$ cat config.mk
export PLATFORM = sky130hd
export DESIGN_NAME = pkt_sink_fifo
export DESIGN_NICKNAME = d
export VERILOG_FILES = /design/src/rtl/pkt_sink_pkg.sv /design/src/rtl/pkt_sink_ingress.sv /design/src/rtl/pkt_sink_store.sv /design/src/rtl/pkt_sink_level.sv /design/src/rtl/pkt_sink_fifo.sv
export SDC_FILE = /design/constraint.sdc
export NUM_CORES = 1
export LEC_CHECK = 0
export BUFFER_PORTS_ARGS = -buffer_cell sky130_fd_sc_hd__buf_2
export CORE_AREA = 2 2 248 250
export DETAILED_ROUTE_END_ITERATION = 12
export DIE_AREA = 0 0 250 252
export SLEW_MARGIN = 30
export SYNTH_ARGS = -nofsm -noshare
export SYNTH_HDL_FRONTEND = slang
export SYNTH_SLANG_ARGS = --single-unit
$ cat constraint.sdc
create_clock -name clk -period 5.55 [get_ports clk]
set_input_delay 1.11 -clock clk [delete_from_list [all_inputs] [get_ports clk]]
set_output_delay 1.11 -clock clk [all_outputs]
set_load 0.005 [all_outputs]
$ cat src/rtl/pkt_sink_pkg.sv
package pkt_sink_pkg;

    localparam int PAR_NONE = 0;
    localparam int PAR_EVEN = 1;
    localparam int PAR_ODD  = 2;

    typedef enum logic [1:0] {
        WR_IDLE  = 2'd0,
        WR_STORE = 2'd1,
        WR_DROP  = 2'd2
    } wr_act_e;

    // bits needed to count empty bytes in a data word of data_w bits
    function automatic int mty_bits(input int data_w);
        return $clog2(data_w / 8);
    endfunction

    function automatic int at_least_one(input int v);
        return (v < 1) ? 1 : v;
    endfunction

endpackage

$ cat src/rtl/pkt_sink_ingress.sv
module pkt_sink_ingress
    import pkt_sink_pkg::*;
#(
    parameter int DATA_W   = 32,
    parameter int MTY_W    = 2,
    parameter int MTY_P    = 2,
    parameter int ADR_W    = 4,
    parameter int PAR_MODE = 1
) (
    input  logic              clk,
    input  logic              rst,
    input  logic              wr_ena,
    input  logic [DATA_W-1:0] wr_dat,
    input  logic              wr_sop,
    input  logic              wr_eop,
    input  logic              wr_err,
    input  logic [MTY_P-1:0]  wr_mty,
    input  logic              wr_par,
    input  logic [ADR_W-1:0]  wr_adr,
    input  logic              full,
    output logic              st_en,
    output logic              st_sop,
    output logic              st_eop,
    output logic              st_err,
    output logic [MTY_P-1:0]  st_mty,
    output logic [ADR_W-1:0]  st_adr,
    output logic [DATA_W-1:0] st_dat,
    output logic              ovf
);

    wr_act_e act;
    logic    par_bad;
    logic    taint_q;
    logic    ovf_q;

    generate
        if (PAR_MODE == PAR_NONE) begin : g_par_off
            assign par_bad = 1'b0;
        end else if (PAR_MODE == PAR_ODD) begin : g_par_odd
            assign par_bad = (wr_par == (^wr_dat));
        end else begin : g_par_even
            assign par_bad = (wr_par != (^wr_dat));
        end

        if (MTY_W == 0) begin : g_no_mty
            assign st_mty = '0;
        end else begin : g_mty
            assign st_mty = wr_eop ? wr_mty : '0;
        end
    endgenerate

    always_comb begin
        if (!wr_ena)   act = WR_IDLE;
        else if (full) act = WR_DROP;
        else           act = WR_STORE;
    end

    assign st_en  = (act == WR_STORE);
    assign st_sop = wr_sop;
    assign st_eop = wr_eop;
    assign st_adr = wr_adr;
    assign st_dat = wr_dat;
    assign st_err = wr_err | par_bad | (wr_eop & taint_q);
    assign ovf    = ovf_q;

    always_ff @(posedge clk) begin
        if (rst) begin
            taint_q <= 1'b0;
            ovf_q   <= 1'b0;
        end else begin
            case (act)
                WR_DROP: begin
                    taint_q <= 1'b1;
                    ovf_q   <= 1'b1;
                end
                WR_STORE: taint_q <= wr_eop ? 1'b0 : (taint_q | par_bad);
                default:  taint_q <= taint_q;
            endcase
        end
    end

    // a write against a full store must leave the overflow flag set
    p_drop_sets_ovf_r5: assert property (@(posedge clk) disable iff (rst)
        (wr_ena && full) |=> ovf);

    // the flag never falls outside reset
    p_ovf_sticky_r5: assert property (@(posedge clk) disable iff (rst)
        ovf |=> ovf);

endmodule

$ cat src/rtl/pkt_sink_store.sv
module pkt_sink_store #(
    parameter int WORD_W = 41,
    parameter int DEPTH  = 16,
    parameter int CNT_W  = 5
) (
    input  logic              clk,
    input  logic              rst,
    input  logic              push,
    input  logic [WORD_W-1:0] push_word,
    input  logic              pop_req,
    output logic [WORD_W-1:0] head_word,
    output logic              nonempty,
    output logic              full,
    output logic [CNT_W-1:0]  count
);

    localparam int PTR_W = (DEPTH > 1) ? $clog2(DEPTH) : 1;

    logic [WORD_W-1:0] mem [DEPTH];
    logic [PTR_W-1:0]  wr_ptr;
    logic [PTR_W-1:0]  rd_ptr;
    logic [CNT_W-1:0]  count_q;
    logic              pop;

    function automatic logic [PTR_W-1:0] bump(input logic [PTR_W-1:0] p);
        return (p == PTR_W'(DEPTH - 1)) ? '0 : p + 1'b1;
    endfunction

    assign nonempty  = (count_q != '0);
    assign full      = (count_q == CNT_W'(DEPTH));
    assign pop       = pop_req & nonempty;
    assign head_word = mem[rd_ptr];
    assign count     = count_q;

    always_ff @(posedge clk) begin
        if (push) mem[wr_ptr] <= push_word;
    end

    always_ff @(posedge clk) begin
        if (rst) begin
            wr_ptr  <= '0;
            rd_ptr  <= '0;
            count_q <= '0;
        end else begin
            if (push) wr_ptr <= bump(wr_ptr);
            if (pop)  rd_ptr <= bump(rd_ptr);
            count_q <= count_q + CNT_W'(push) - CNT_W'(pop);
        end
    end

    // the ingress side may only store into a free slot
    p_push_room_r4: assert property (@(posedge clk) disable iff (rst)
        push |-> !full);

    // occupancy never exceeds the depth
    p_count_bound_r4: assert property (@(posedge clk) disable iff (rst)
        count_q <= CNT_W'(DEPTH));

    // matched push and pop keep occupancy steady
    p_count_steady_r11: assert property (@(posedge clk) disable iff (rst)
        (push && pop) |=> $stable(count_q));

endmodule

$ cat src/rtl/pkt_sink_level.sv
module pkt_sink_level #(
    parameter int DEPTH  = 16,
    parameter int THRESH = 4,
    parameter int CNT_W  = 5
) (
    input  logic [CNT_W-1:0] count,
    output logic             space_ok
);

    logic [CNT_W-1:0] free_slots;

    initial begin
        assert (THRESH > 0 && THRESH < DEPTH);
    end

    assign free_slots = CNT_W'(DEPTH) - count;
    assign space_ok   = (free_slots >= CNT_W'(THRESH));

endmodule

$ cat src/rtl/pkt_sink_fifo.sv
module pkt_sink_fifo
    import pkt_sink_pkg::*;
#(
    parameter int DATA_W   = 32,
    parameter int DEPTH    = 16,
    parameter int THRESH   = 4,
    parameter int ADR_W    = 4,
    parameter int PAR_MODE = 1,
    localparam int MTY_W   = mty_bits(DATA_W),
    localparam int MTY_P   = at_least_one(MTY_W)
) (
    input  logic              clk,
    input  logic              rst,
    input  logic              wr_ena,
    input  logic [DATA_W-1:0] wr_dat,
    input  logic              wr_sop,
    input  logic              wr_eop,
    input  logic              wr_err,
    input  logic [MTY_P-1:0]  wr_mty,
    input  logic              wr_par,
    input  logic [ADR_W-1:0]  wr_adr,
    output logic              space_ok,
    output logic              ovf_flag,
    output logic              rd_valid,
    input  logic              rd_pop,
    output logic [DATA_W-1:0] rd_dat,
    output logic              rd_sop,
    output logic              rd_eop,
    output logic              rd_err,
    output logic [MTY_P-1:0]  rd_mty,
    output logic [ADR_W-1:0]  rd_adr
);

    localparam int CNT_W = $clog2(DEPTH + 1);

    typedef struct packed {
        logic              sop;
        logic              eop;
        logic              err;
        logic [MTY_P-1:0]  mty;
        logic [ADR_W-1:0]  adr;
        logic [DATA_W-1:0] dat;
    } word_t;

    localparam int WORD_W = $bits(word_t);

    word_t             in_w;
    word_t             head_w;
    logic [WORD_W-1:0] head_vec;
    logic              st_en;
    logic              st_sop;
    logic              st_eop;
    logic              st_err;
    logic [MTY_P-1:0]  st_mty;
    logic [ADR_W-1:0]  st_adr;
    logic [DATA_W-1:0] st_dat;
    logic              full;
    logic              nonempty;
    logic [CNT_W-1:0]  count;

    pkt_sink_ingress #(
        .DATA_W  (DATA_W),
        .MTY_W   (MTY_W),
        .MTY_P   (MTY_P),
        .ADR_W   (ADR_W),
        .PAR_MODE(PAR_MODE)
    ) u_ingress (
        .clk   (clk),
        .rst   (rst),
        .wr_ena(wr_ena),
        .wr_dat(wr_dat),
        .wr_sop(wr_sop),
        .wr_eop(wr_eop),
        .wr_err(wr_err),
        .wr_mty(wr_mty),
        .wr_par(wr_par),
        .wr_adr(wr_adr),
        .full  (full),
        .st_en (st_en),
        .st_sop(st_sop),
        .st_eop(st_eop),
        .st_err(st_err),
        .st_mty(st_mty),
        .st_adr(st_adr),
        .st_dat(st_dat),
        .ovf   (ovf_flag)
    );

    assign in_w = '{sop: st_sop, eop: st_eop, err: st_err,
                    mty: st_mty, adr: st_adr, dat: st_dat};

    pkt_sink_store #(
        .WORD_W(WORD_W),
        .DEPTH (DEPTH),
        .CNT_W (CNT_W)
    ) u_store (
        .clk      (clk),
        .rst      (rst),
        .push     (st_en),
        .push_word(in_w),
        .pop_req  (rd_pop),
        .head_word(head_vec),
        .nonempty (nonempty),
        .full     (full),
        .count    (count)
    );

    pkt_sink_level #(
        .DEPTH (DEPTH),
        .THRESH(THRESH),
        .CNT_W (CNT_W)
    ) u_level (
        .count   (count),
        .space_ok(space_ok)
    );

    assign head_w   = head_vec;
    assign rd_valid = nonempty;
    assign rd_dat   = head_w.dat;
    assign rd_sop   = head_w.sop;
    assign rd_eop   = head_w.eop;
    assign rd_err   = head_w.err;
    assign rd_mty   = head_w.mty;
    assign rd_adr   = head_w.adr;

    // the cycle after reset the buffer is empty and clean
    p_reset_clean_r10: assert property (@(posedge clk) disable iff (rst)
        $past(rst) |-> (!rd_valid && space_ok && !ovf_flag));

    // a presented word without the end flag carries no empty bytes
    p_mty_clean_r8: assert property (@(posedge clk) disable iff (rst)
        (rd_valid && !rd_eop) |-> (rd_mty == '0));

    // an unpopped head word stays presented and unchanged
    p_head_hold_r2: assert property (@(posedge clk) disable iff (rst)
        (rd_valid && !rd_pop) |=> (rd_valid && $stable(rd_dat) && $stable(rd_adr)));

    // a full buffer never advertises space
    p_full_no_space_r3: assert property (@(posedge clk) disable iff (rst)
        full |-> !space_ok);

endmodule

Word level (Yosys, flattened, before mapping)
Memory sizes are Yosys's and may differ from the RTL's. A register that Yosys moved wholly into a read port is not among the register bits.
Index checks and enable logic that the tools add are counted.
{"block": "totals", "mem_bits_rw": 656, "n_memories": 1, "in_bits": 46, "reg_bits": 15, "out_inout_bits": 44}
{"memory": "u_store.mem", "words": 16, "word_bits": 41, "rd": 1, "rd_ports_with_merged_regs": 1, "write_ports": 1, "line": "pkt_sink_store.sv:19", "rtl": "logic [WORD_W-1:0] mem [DEPTH];"}
{"block": "classes", "bitwise": 5, "n_lt_le_gt_ge": 1, "reduce_logical": 3, "n_mux": 11, "n_eq_ne": 6, "addsub": 5}
{"cell": "32-bit XOR reduction", "count": 1}
{"cell": "4-bit two-way mux", "count": 4}
{"cell": "4-bit by 1-bit adder with 4-bit output (second input constant)", "count": 2}
{"cell": "4-bit == test (second input constant)", "count": 2}
{"cell": "2-bit two-way mux", "count": 3}
{"cell": "5-bit by 1-bit adder with 5-bit output", "count": 1}
{"cell": "5-bit == test (second input constant)", "count": 1}
{"cell": "5-bit by 3-bit >= comparator with 1-bit output (second input constant)", "count": 1}
{"cell": "5-bit nonzero test", "count": 1}
{"cell": "5-bit by 1-bit subtractor with 5-bit output", "count": 1}
{"cell": "5-bit subtractor (first input constant)", "count": 1}
{"cell": "1-bit two-way mux", "count": 3}
{"cell": "1-bit bitwise OR", "count": 3}
{"cell": "1-bit AND", "count": 2}
{"cell": "2-bit by 1-bit == test with 1-bit output (second input constant)", "count": 1}
{"cell": "2-bit == test (second input constant)", "count": 1}
{"cell": "1-bit one-hot mux with 2 select lines", "count": 1}
{"cell": "2-bit nonzero test", "count": 1}
{"cell": "1-bit inequality test", "count": 1}

Longest topological paths before layout
Gate-level depths: netlist of run 1.
{"block": "logic_depth", "depth_word": 6, "depth_mapped": 16, "mapped_depth_nobuf": 16}

Cells and area by module
Synthesis of run 1 repeated with hierarchy kept, for this count alone.
{"block": "unflattened", "cells_unflattened": 1192, "area_unflattened_um2": 26062.5}
{"mod": "pkt_sink_store", "n_inst": 1, "area_each_um2": 25361.8, "cells_per_inst": 1106}
{"mod": "pkt_sink_ingress", "n_inst": 1, "area_each_um2": 670.6, "cells_per_inst": 82}
{"mod": "pkt_sink_level", "n_inst": 1, "area_each_um2": 30.0, "cells_per_inst": 4}

Worst setup path after synthesis of run 1
No wires, ideal clock.
{"block": "synth_timing", "path_type": "input port to flip-flop", "from": "input port wr_ena", "to": "memory u_store.mem[3][0], enable pin", "path_buffers": 0, "setup_ps": 490, "setup_slack_ps": 768, "stages": 4, "t_arrival_ps": 4292, "path_cell_list": "nand2b_1 > clkinv_1 > nand2_1 > nor3_1"}
{"block": "synth_between", "elab_chain_cells": 4}
{"element": "start, declared", "line": "pkt_sink_fifo.sv:14", "rtl": "input logic wr_ena,"}
{"element": "2-bit two-way mux", "line": "pkt_sink_ingress.sv:53", "rtl": "if (!wr_ena) act = WR_IDLE;"}
{"element": "2-bit by 1-bit == test with 1-bit output", "line": "pkt_sink_ingress.sv:58", "rtl": "assign st_en = (act == WR_STORE);"}
{"element": "1-bit two-way mux", "line": "pkt_sink_store.sv:36", "rtl": "if (push) mem[wr_ptr] <= push_word;"}
{"element": "1-bit two-way mux (not written as such)", "line": "pkt_sink_store.sv:36"}
{"element": "end, declared", "line": "pkt_sink_store.sv:19"}
No other way between the ends.

==> reports/metrics.yaml, run 1 <==
status: "complete, no violations"
io_pins: 90
synth_edf_count: 656
post_cts.repair.setup_buffers: 0
min_period_ns: 4.34
final_util_pct: 50.0
final_area_um2: 30100
cts_root_buf: "clkbuf_16"
fin_skew_ns: 0.0185
p_switching_mw: 2.78
share_comb_of_total_power_pct: 14.3
die_y_um: 252
start_kind: "register"
cp-end-kind: "primary output"
synth_seq_area_share_pct: 76.3
syn-cell-area_um2: 26300
yosysWarnings: 0
tightest_slew_ns: 0.983
yosys_most_used_dff: "edfxtp_1"
hold_class: "reg -> reg"
setup_viol_count_final: 0
dp_hpwl_um: 29400
crit_required_ns: 4.44
setup_tns_ns: 0
power_density_nw_per_um2: 398
leakagePower_nw: 9.43
crit_fanout: 35
grt_overflow: 0
die_width_um: 250
first_global_vias: 12100
seq_power_share_pct: 49.2
vias: 11600
arrival_ns: 3.23
syn2layout_area_growth_pct: 14.2
cts-htree-levels: 3
syn_area_per_cell_um2: 24.3
power.internal_mw: 9.20
drt_iter0_markers: 1145
die-area_um2: 63000
drive_above_1_share_pct: 27.9
ir_drop_mv: 0.217
slew_headroom_pct: 34.3
path_class: "reg -> out"
routed_wl_um: 56300
grt_use_total_pct: 18.2
cts_tree: "yes"
clk_latency_ns: 0.59
total_power_mw: 12.0
coreArea_um2: 60100
place_congestion: 0.699
cts_buffers: 71
initial_core_util_pct: 43.8
clock_path_buffers: 3
syn_inst: 1081
cts_sinks: 675
grt_antenna_before_repair: 4
postRouteAntennaNets: 0
syn_nets: 1141
avgViaCountPerCell: 5.63
port-buffer-count: 89
ctsResizeCount: 0
nets: 1289
drv_cap: 0
dr.pass1.iters: 7
slew_violations: 0
hold_violations: 0
wire_per_inst_um: 27.3
num_rows: 90
clk_pin_slew_ns: 0.06
grt_max_degree: 65
yosys_register_bits: 675
fin_crit_sh_pct: 78.1
grt_pass1_wl_um: 82500
dpl_cell_area_um2: 27900
rsz0062_at_grt: "no"
ys_async_sr_fraction_pct: 0
drc: 0
pwr-share-clk_pct: 36.5
max_freq_ghz: 0.231
synth.distinct_cells: 29
cts_hold_repair.buffers: 0
swShare_pct: 23.2
==> worst paths after layout <==
kind / depth (start not counted) / start / slack, ns / endpoint
setup reg to reg: 9 / u_store.count[3]$_SDFF_PP0_ / 2.14 / u_store.mem[4][19]$_DFFE_PP_
setup / recovery: 4 / register / 1.21 / rd_eop
hold / removal: 2 / u_ingress.ovf$_SDFFE_PP0P_ / 0.48 / u_ingress.ovf$_SDFFE_PP0P_
hold reg to reg: 2 / u_ingress.ovf$_SDFFE_PP0P_ / 0.48 / u_ingress.ovf$_SDFFE_PP0P_
==> kinds of logic (layout without fill, tap and decap cells) <==
family	Yosys count	after routing	synth area share [%]
flip-flops	675	675	76.3
multiplexers	205	205	18.7
AND/OR/NAND/NOR	65	65	1.10
buffers and inverters	60	257	1.39
XOR/XNOR	36	36	1.25
AO/OA/AOI/OAI	26	26	0.537
adder cells (fa/ha/maj)	14	14	0.694
other	0	1	0
==> per-layer routing <==
metal	share of wire (%)	vias up	GRT usage, %
li1	-	4983	-
met3	5.1	63	3.39
met4	1.7	6	5.13
met1	44	6251	25.3
met5	0.052	-	0
met2	50	298	29.7
==> registers in the layout, summed over array words and instances, names as in the netlist, named ones only <==
signal             flops
u_store.mem          656
u_store.wr_ptr         4
u_store.count          5
u_store.rd_ptr         4
u_ingress.taint_q      1
u_ingress.ovf          1
==> final cells by class <==
cell class | instances | area (um^2)
Fill cell | 4772 | 30100
Sequential cell | 675 | 20100
Multi-Input combinational cell | 346 | 5970
Clock buffer | 87 | 1880
Tap cell | 782 | 978
Timing Repair Buffer | 125 | 848
Clock inverter | 35 | 244
Inverter | 10 | 37.5
Antenna cell | 1 | 2.50
==> through the flow <==
step | setup slack, ns | hold slack, ns | instances
2_1_floorplan | 0.768 | 0.460 | 1081
3_3_place_gp | 1.76 | 0.453 | 1936
3_5_place_dp | 1.74 | 0.460 | 1937
4_1_cts | 1.10 | 0.479 | 2059
5_1_grt | 1.02 | 0.495 | 2060
6_report | 1.21 | 0.479 | 2061
==> synth_stat cells, types with 3 or more instances <==
cell	number	area (um^2)
buf_1	10	37.5
a21oi_1	17	85.1
nor3_1	4	20.0
nand2b_1	4	25.0
nand2_1	18	67.6
xnor2_1	28	245
mux4_1	81	2130
edfxtp_1	656	19700
o21ai_0	6	30.0
mux4_2	124	2790
nor2_1	28	105
inv_1	9	33.8
clkbuf_1	17	63.8
ha_1	13	163
buf_6	18	203
dfxtp_1	19	380
or3_1	3	18.8
xor2_1	7	61.3
buf_2	5	25.0
==> power by group through the flow <==
stage               logic [mW]  registers, mW  clock network (mW)
floorplan                 1.29           5.92                   0
global placement          1.72           6.00                   0
detailed placement        1.75           6.00                   0
CTS                       1.76           5.90                4.48
global route              1.86           5.91                4.68
finish                    1.72           5.89                4.37
==> placed cells by master, fill, tap and decap left out, drive strengths merged, types with 17 or more instances in the layout <==
master,count
a21oi,17
buf,125
clkbuf,87
clkinv,31
dfxtp,19
edfxtp,656
mux4,205
nand2,18
nor2,28
xnor2,28
==> worst max-delay path, stage by stage (launching register included) <==
cell	delay, ns
dfxtp_4	0.78
buf_4	0.53
mux4_1	0.63
mux4_2	0.52
buf_2	0.16
(Power assumes the default switching activity.)
==> inputs of run 2 (changes only) <==
==> constraint.sdc (replaced) <==
create_clock -name clk -period 4.3 [get_ports clk]
set_input_delay 0.86 -clock clk [delete_from_list [all_inputs] [get_ports clk]]
set_output_delay 0.86 -clock clk [all_outputs]
set_load 0.005 [all_outputs]
==> reports/metrics.yaml, run 2 (synthesis results as in run 1) <==
status: "complete, no violations"
fin_crit_sh_pct: 89.2
vias: 11700
dpl_cell_area_um2: 28000
clock_path_buffers: 3
crit_fanout: 18
post_cts.repair.setup_buffers: 0
cts_tree: "yes"
setup_viol_count_final: 0
largest_reg_flops: 656
port-buffer-count: 89
num_rows: 90
drc: 0
first_global_vias: 12100
start_kind: "register"
swShare_pct: 22.9
final_area_um2: 30400
setup_tns_ns: 0
met2_wirelength_um: 27200
tightest_slew_ns: 0.939
arrival_ns: 2.97
path_class: "reg -> out"
share_comb_of_total_power_pct: 14.2
power_density_nw_per_um2: 535
crit_required_ns: 3.44
wl_met3_um: 2820
drv_cap: 0
io_pins: 90
highest_layer: "met5"
mostFrequentLayoutCell: "edfxtp_1"
dr.pass1.iters: 5
leakagePower_nw: 9.57
wire_per_inst_um: 27.5
stdcell_count: 2064
final_util_pct: 50.6
coreArea_um2: 60100
routed_wl_um: 56800
ctsResizeCount: 0
cts_sinks: 675
cp-end-kind: "primary output"
grt_use_total_pct: 18.4
clk_pin_slew_ns: 0.06
min_period_ns: 3.83
fin_skew_ns: 0.0226
pre_cts_slack_ns: 0.444
grt_overflow: 0
pwr-share-clk_pct: 39.4
cts_root_buf: "clkbuf_16"
die-area_um2: 63000
m1WireLength_um: 25800
cts_buffers: 71
n_antenna_cell: 0
cts_hold_repair.buffers: 0
die_width_um: 250
dp_cells: 1935
syn2layout_area_growth_pct: 15.7
slew_violations: 0
mostFrequentLayoutCells: "edfxtp_1, mux4_2, buf_2"
die_y_um: 252
hold_class: "reg -> reg"
top_register: "u_store.mem"
initial_core_util_pct: 43.8
slew_headroom_pct: 37.4
ir_drop_mv: 0.295
seq_power_share_pct: 46.4
hold_violations: 0
nets: 1286
clk_latency_ns: 0.60
power.internal_mw: 12.6
grt_max_degree: 69
p_switching_mw: 3.73
cts-htree-levels: 3
whs_ns: 0.477
dp_hpwl_um: 28400
grt_pass1_wl_um: 83400
drive_above_1_share_pct: 28.7
postRouteAntennaNets: 0
worst_slack_ns: 0.466
drt_iter0_markers: 1044
max_freq_ghz: 0.261
total_power_mw: 16.3
rsz0062_at_grt: "no"
place_congestion: 0.700
grt_antenna_before_repair: 2
avgViaCountPerCell: 5.68
run 2: cell types whose count changed in the layout (fill, tap and decap cells not counted), sizes merged:
cell / change
clkbuf: +7
clkinv: -12
buf: -3
bufinv: +10
inv: +2
diode: -1
run 2: final timing paths:
check / cells after the start / slack, ns / endpoint / start
setup / recovery: 4 / 0.47 / rd_eop / register
hold / removal: 2 / 0.48 / u_ingress.ovf$_SDFFE_PP0P_ / u_ingress.ovf$_SDFFE_PP0P_
setup reg to reg: 9 / 1.07 / u_store.mem[7][21]$_DFFE_PP_ / u_store.count[3]$_SDFF_PP0_
hold reg to reg: 2 / 0.48 / u_ingress.ovf$_SDFFE_PP0P_ / u_ingress.ovf$_SDFFE_PP0P_
run 2: power by group through the flow:
| stage | Combinational (mW) | Clock (mW) | Sequential [mW] |
|---|---|---|---|
| 2_1_floorplan | 1.67 | 0 | 7.63 |
| 6_report | 2.32 | 6.41 | 7.55 |
| 3_5_place_dp | 2.37 | 0 | 7.69 |
| 4_1_cts | 2.37 | 6.54 | 7.55 |
| 3_3_place_gp | 2.34 | 0 | 7.68 |
| 5_1_grt | 2.52 | 6.80 | 7.57 |
run 2: area by class of cell:
type                       instances  area, um^2
clock buffer                      94        1930
clock inverter                    35         515
fill                            4741       29700
inverter                          10        37.5
multi-input combinational        346        6000
sequential                       675       20100
tap                              782         978
timing repair buffer             122         893
run 2: metal layers:
| layer | global-route usage [%] | vias to the layer above |
|---|---|---|
| met5 | 0 | - |
| li1 | - | 4978 |
| met1 | 27.0 | 6390 |
| met3 | 3.10 | 76 |
| met4 | 5.37 | 4 |
| met2 | 28.7 | 274 |
run 2: worst max-delay path, cell delays in order, from the launching register on:
cell	delay, ns
dfxtp_4	0.60
buf_4	0.41
mux4_1	0.62
mux4_2	0.56
buf_2	0.16
